<file path="src/rtl/vcm_ramp_ctrl.sv">
module vcm_ramp_ctrl #(
  parameter int CODE_W      = 10,
  parameter int DLY_W       = 16,
  parameter int SINGLE_BASE = 2,
  parameter int DUAL_FIRST  = 1,
  parameter int DUAL_BASE   = 3
) (
  input  logic              clk,
  input  logic              rst_n,
  input  logic              fault_i,
  input  logic              sleep_n_i,
  input  logic              load_i,
  input  logic [CODE_W-1:0] target_i,
  input  logic [3:0]        ramp_i,
  output logic [CODE_W-1:0] code_o,
  output logic              out_en_o,
  output logic              busy_o
);
  logic [CODE_W-1:0] code_q, tgt_q, sw_q;
  logic [3:0]        ramp_q;
  logic [DLY_W-1:0]  cnt_q;

  function automatic logic [DLY_W-1:0] wait_for(input logic [3:0] r,
      input logic [CODE_W-1:0] c, input logic [CODE_W-1:0] t,
      input logic [CODE_W-1:0] s);
    logic [2:0] sh;
    logic early;
    sh    = r[2:0] - 3'd2;
    early = (c < t) ? (c < s) : (c > s);
    if (r[2:0] < 3'd2)       return '0;
    else if (!r[3])          return DLY_W'(SINGLE_BASE) << sh;
    else if (early)          return DLY_W'(DUAL_FIRST);
    else                     return DLY_W'(DUAL_BASE) << sh;
  endfunction

  logic [CODE_W-1:0] lo, span, sw_new, code_nxt;
  assign lo       = (code_q < target_i) ? code_q : target_i;
  assign span     = (code_q < target_i) ? target_i - code_q : code_q - target_i;
  assign sw_new   = lo + (span >> 1);
  assign code_nxt = (code_q < tgt_q) ? code_q + 1'b1 : code_q - 1'b1;

  always_ff @(posedge clk or negedge rst_n) begin
    if (!rst_n) begin
      code_q <= '0; tgt_q <= '0; sw_q <= '0; ramp_q <= '0; cnt_q <= '0;
    end else if (fault_i) begin
      code_q <= '0; tgt_q <= '0; sw_q <= '0; ramp_q <= '0; cnt_q <= '0;
    end else if (sleep_n_i) begin
      if (load_i) begin
        tgt_q  <= target_i;
        ramp_q <= ramp_i;
        sw_q   <= sw_new;
        cnt_q  <= wait_for(ramp_i, code_q, target_i, sw_new);
      end else if (code_q != tgt_q) begin
        if (cnt_q == '0) begin
          code_q <= code_nxt;
          cnt_q  <= wait_for(ramp_q, code_nxt, tgt_q, sw_q);
        end else begin
          cnt_q <= cnt_q - 1'b1;
        end
      end
    end
  end

  assign code_o   = code_q;
  assign busy_o   = code_q != tgt_q;
  assign out_en_o = sleep_n_i && (code_q != '0);
endmodule


</file>
<file path="config.mk">
export PLATFORM = sky130hd
export DESIGN_NAME = vcm_ramp_ctrl
export DESIGN_NICKNAME = d
export VERILOG_FILES = /design/src/rtl/vcm_ramp_ctrl.sv
export SDC_FILE = /design/constraint.sdc
export NUM_CORES = 1
export LEC_CHECK = 0
export BUFFER_PORTS_ARGS = -buffer_cell sky130_fd_sc_hd__buf_2
export CAP_MARGIN = 10
export CORE_MARGIN = 8
export CORE_UTILIZATION = 50
export CTS_BUF_LIST = sky130_fd_sc_hd__clkbuf_4 sky130_fd_sc_hd__clkbuf_8
export CTS_CLUSTER_DIAMETER = 150
export DETAILED_ROUTE_END_ITERATION = 8
export PLACE_DENSITY_LB_ADDON = 0.12
export SLEW_MARGIN = 20
export SYNTH_ARGS = -nofsm -noshare
export SYNTH_HDL_FRONTEND = slang
export SYNTH_SLANG_ARGS = --single-unit
</file>
<file path="constraint.sdc">
create_clock -name clk -period 5.4 [get_ports clk]
set_input_delay 0.27 -clock clk [delete_from_list [all_inputs] [get_ports clk]]
set_output_delay 0.27 -clock clk [all_outputs]
set_load 0.005 [all_outputs]
</file>
Word level (Yosys, flattened, before mapping)
Cells that the tools add are included.

word-level totals
  flip-flop bits (word level) = 50
  input port bits = 19
  word-level logic and storage cells = 69

operators by class
  add/subtract/negate cells = 8
  equality and inequality tests = 2
  shift-type cells = 4
  magnitude comparators = 9
  reductions and logical operators = 11
  multiplexer cells = 30

operators with widths
  operator                 count
  $mux W16                 11
  $mux W10                 14
  $shl A2 B3 Y16 const A   4
  $lt A10 B10 Y1           5
  $gt A10 B10 Y1           2
  $sub A10 B10 Y10         2
  $logic_not A16 Y1        1
  $sub A16 B1 Y16 const B  1
  $mux W4                  3
  $add A10 B1 Y10 const B  1
  $add A10 B9 Y10          1
  $ne A10 B10 Y1           1
  $reduce_bool A10 Y1      1
  $sub A10 B1 Y10 const B  1
  $reduce_bool A2 Y1       4
  $lt A3 B2 Y1 const B     2
  $sub A3 B2 Y3 const B    2
  $reduce_and A2 Y1        2
  $reduce_and A4 Y1        1
  $reduce_bool A3 Y1       1
  $mux W1                  2
  $ne A2 B2 Y1 const B     1
  $logic_and A1 B1 Y1      1

Logic depth before layout (Yosys ltp)
  word-level depth = 12
  gate-level depth with buffers = 29
  depth with buffers taken out = 26

Least setup slack after synthesis
Ideal clock, no wire load.

  path kind = register to register
  start point = register code_q[0], in the netlist code_o[0]
  end point = register cnt_q[6]
  stages on the path, launching flop included = 29
  data arrival time = 5.885 ns
  clock period less this slack = 5.952 ns
  slack = -0.552 ns
  cell sequence = dfrtp_1 nand2b_1 fa_1 a211oi_1 o211a_1 o31a_1 buf_6 buf_2 buf_2 mux2_2 ha_1 inv_1 fa_1 nor2b_1 o21ai_0 a21oi_1 o21ai_0 a21oi_1 o21ai_0 a21boi_0 or2_2 ha_1 a21o_1 a221oi_1 a21oi_1 a32oi_2 a31oi_1 o31ai_1 a32o_1

on the way
  cells in the longest elaborated chain, start to end = 12
  elaborated cells between the ends (all ways) = 31
  classes of those cells = add/sub (5); order compare (7); eq/ne (1); mux (16); reduce/logical (2)

ends and longest elaborated chain
  element                                                    line  RTL
  start, declared                                            19    logic [CODE_W-1:0] code_q, tgt_q, sw_q;
  start signal, assigned                                     55    code_q <= code_nxt;
  branches (longest 12 deep; another with $sub A10 B10 Y10)  n/a
  end signal, assigned                                       52    cnt_q <= wait_for(ramp_i, code_q, target_i, sw_new);
  end signal, assigned                                       56    cnt_q <= wait_for(ramp_q, code_nxt, tgt_q, sw_q);
  end signal, assigned                                       58    cnt_q <= cnt_q - 1'b1;
  end, declared                                              21    logic [DLY_W-1:0] cnt_q;

Parallel ways; which one is timed is not known. The select of a mux whose other input is x is not followed.
A chain may end at the register's enable or synchronous reset.

Worst setup path after layout
  start point = register code_q[0], in the netlist code_o[0]
  end point = register cnt_q[3]

Same word-level chain as after synthesis.

==> results.md <==
* First-pass GRT wire length at about 25 mm
* Synthesis-to-layout area growth at 22.7%
* Initial DRC Count at 348
* Power Total at approximately 1.8 mW
* Ys Warns at 0
* Clock sink count at 50
* Crit path launch type: flip-flop
* Vert. Die Dim at 120 um
* Max_cap viols at 0
* Synthesized Nets at 761
* Hold-fix buffers, CTS at 0
* Fin nets at between 800 and 900
* Top cells by area, synth: dfrtp_1 23%, ha_1 22%, inv_1 4.6%, nand2_1 4.1%, a21oi_1 3.7%
* Most used DFF post-synth: dfrtp_1
* EDFF count, synth at 0
* Most instantiated library cell after synthesis: ha_1
* CP peak stage delay at roughly 0.41 ns
* Later-pin clock latency in the skew report at between 0.3 and 0.4 ns
* Via density at between 5 and 6
* Worst slew pin tran at slightly below 1 ns
* Maximum vdd ir drop at around 0.17 mV
* WS Path Type: flip-flop to flip-flop
* Antenna Nets Post-Route at 0
* RSZ-0062 raised after global routing: true
* TritonRoute pass-1 iters at 5
* Post-place setup slack at -0.220 ns
* Status: finished, violations left
* Die X at 120 um
* Post-route setup slack at -0.147 ns
* Syn Std Cell Area at around 0.0054 mm^2
* Wirelength per Cell at 17.9 um
* Critical-path top delay cell: dfrtp_2
* Initial core utilization at 50.4%
* Worst relative slew slack at 33.8%
* Worst-path clk slew at about 0.1 ns
* Final routed DRC violation total at 0
* Synth area leader: dfrtp_1
* Hpwl dp at roughly 12 mm
* Max Clock Skew at roughly 0.0043 ns
* Post-Place Cells at 848
* Layout Cells excl Fill at 880
* Mean area per synthesized cell at approximately 8.3 um^2
* Antenna diodes at 0
* Fill cells at 985
* Die Footprint at about 0.014 mm^2
* Top-area cell type share of the netlist area at about a quarter
* P_leak at 3.36 nW
* Ys async rst share at 100%
* Post-route clock period utilization at 103%
* Placed cell areas at slightly above 0.006 mm^2
* Core area at 0.0107 mm^2
* Final Cell Area at 0.00658 mm^2
* Met2 wire len at 6.81 mm
* Row count at 38
* CTS Buf Count at 5
* CP endpoint kind: flip-flop
* Slew Viols, Final at 0
* Netlist cell types at 55
* # setup viols final at 6
* Critical Path RT at 5.67 ns
* Crit path max fanout at 4
* Detailed Route WL at 15.8 mm
* H-tree lvl count at 2
* Fmax at approximately 0.18 GHz
* Top layer in use: met4
* Vias at between 5000 and 6000
* CP arrival at a little under 6 ns
* Largest net degree at the start of global routing at 51
* Total GRT Usage at 21.7%
* Fin crit period at approximately 5.5 ns
* GP Congestion at about 0.97
* HP Class: input port to async pin
* Clock buffer depth at 2
* Synthesized instance count at around 640
* Met3 wire length at 985 um
* Seq/Total Area, Yosys at approximately a quarter
* PD cells at ~280 mW/mm^2
* Grt total ovfl at 0
* Most instantiated cells after synthesis: 95 x ha_1, 66 x inv_1, 59 x nand2_1, 50 x dfrtp_1, 44 x nor2_1
* Failing checks: setup timing
* Ports at 31
* CTS tree: built
* DRT met1 WL at ~7.6 mm
* Final hold violation count at 0
* Layout cells sized above 1 at approximately a quarter
* Buffers on Ports at 30
* #FFs+latches synth at 50
* Initial antenna violation count at 0
* Setup TNS at -0.424 ns
* Most used cell, CP: buf_4
* Vias in the first global route at 5025
* CTS Root Cell: clkbuf_8
## what timing repair did
action,CTS,global route
setup endpoints to repair,8,9
gates cloned,1,0
pin swaps,5,29
setup buffers,14,11
gates resized for setup,14,45
## worst max-delay path: cells and delay by family, from the launching register on
kind | cells | cell delay (ns)
buffers and inverters | 5 | 0.77
flip-flops | 1 | 0.41
adder cells (fa/ha/maj) | 3 | 0.84
AND/OR/NAND/NOR | 6 | 0.68
multiplexers | 1 | 0.21
AO/OA/AOI/OAI | 12 | 2.12
XOR/XNOR | 2 | 0.43
## state kept, by name, indices dropped and copies added, names as in the netlist
register,flops
code_o,10
cnt_q,16
ramp_q,4
tgt_q,10
sw_q,10
## metal layers
layer	track usage, %	vias to the layer above
met5	0	-
met1	30.5	2495
met3	3.48	23
met2	32.8	153
li1	-	2462
met4	7.88	0
## layout make-up
class / instances / area (um^2) / area share [%]
clock buffer: 6 / 76.3 / 1.16
clock inverter: 1 / 7.51 / 0.114
inverter: 66 / 248 / 3.76
multi-input combinational: 507 / 4060 / 61.7
sequential: 50 / 1250 / 19.0
tap: 140 / 175 / 2.66
timing repair buffer: 110 / 763 / 11.6
## layout by cell type, fill, tap and decap left out, types with 8 or more instances in the layout
cell type / instances
ha_1: 88
buf_4: 75
inv_1: 65
nand2_1: 57
dfrtp_1: 49
nor2_1: 44
a21oi_1: 32
buf_2: 31
o21ai_0: 27
a21o_1: 23
xor2_1: 18
xnor2_1: 16
o31ai_1: 15
mux2i_1: 13
nand2b_1: 12
nor3_1: 10
o21ai_1: 8
## where the power goes
group	internal (mW)	switching, mW
sequential	0.440	0.0597
combinational	0.479	0.632
clock	0.0945	0.144
total	1.01	0.836
## final timing paths
check	slack [ns]	depth (start not counted)	start	endpoint
max	-0.15	29	code_o[0]	cnt_q[3]
max reg2reg	-0.15	29	code_o[0]	cnt_q[3]
min	0.04	2	rst_n	tgt_q[0]
max in group asynchronous	4.86	2	rst_n	code_o[0]
min reg2reg	0.49	2	sw_q[6]	sw_q[6]
min in group clk	0.27	3	ramp_i[0]	ramp_q[0]
## metrics by stage
step           util (%)  hold WS, ns
2_1_floorplan         -      -0.0256
3_3_place_gp       57.1        0.444
3_5_place_dp       57.1        0.462
4_1_cts            59.4       0.0897
5_1_grt            61.8       0.0971
6_report           61.8       0.0434
## cell families after synthesis
family                     share of synthesized area, %
and+or+nand+nor                                    17.0
AOI/OAI and AO/OA                                  20.9
adders and majority gates                          23.6
buffers and inverters                              6.20
DFF                                                23.3
xor gates and xnor gates                           5.88
muxes                                              3.12
No activity file was read; power rests on OpenSTA's default activity.
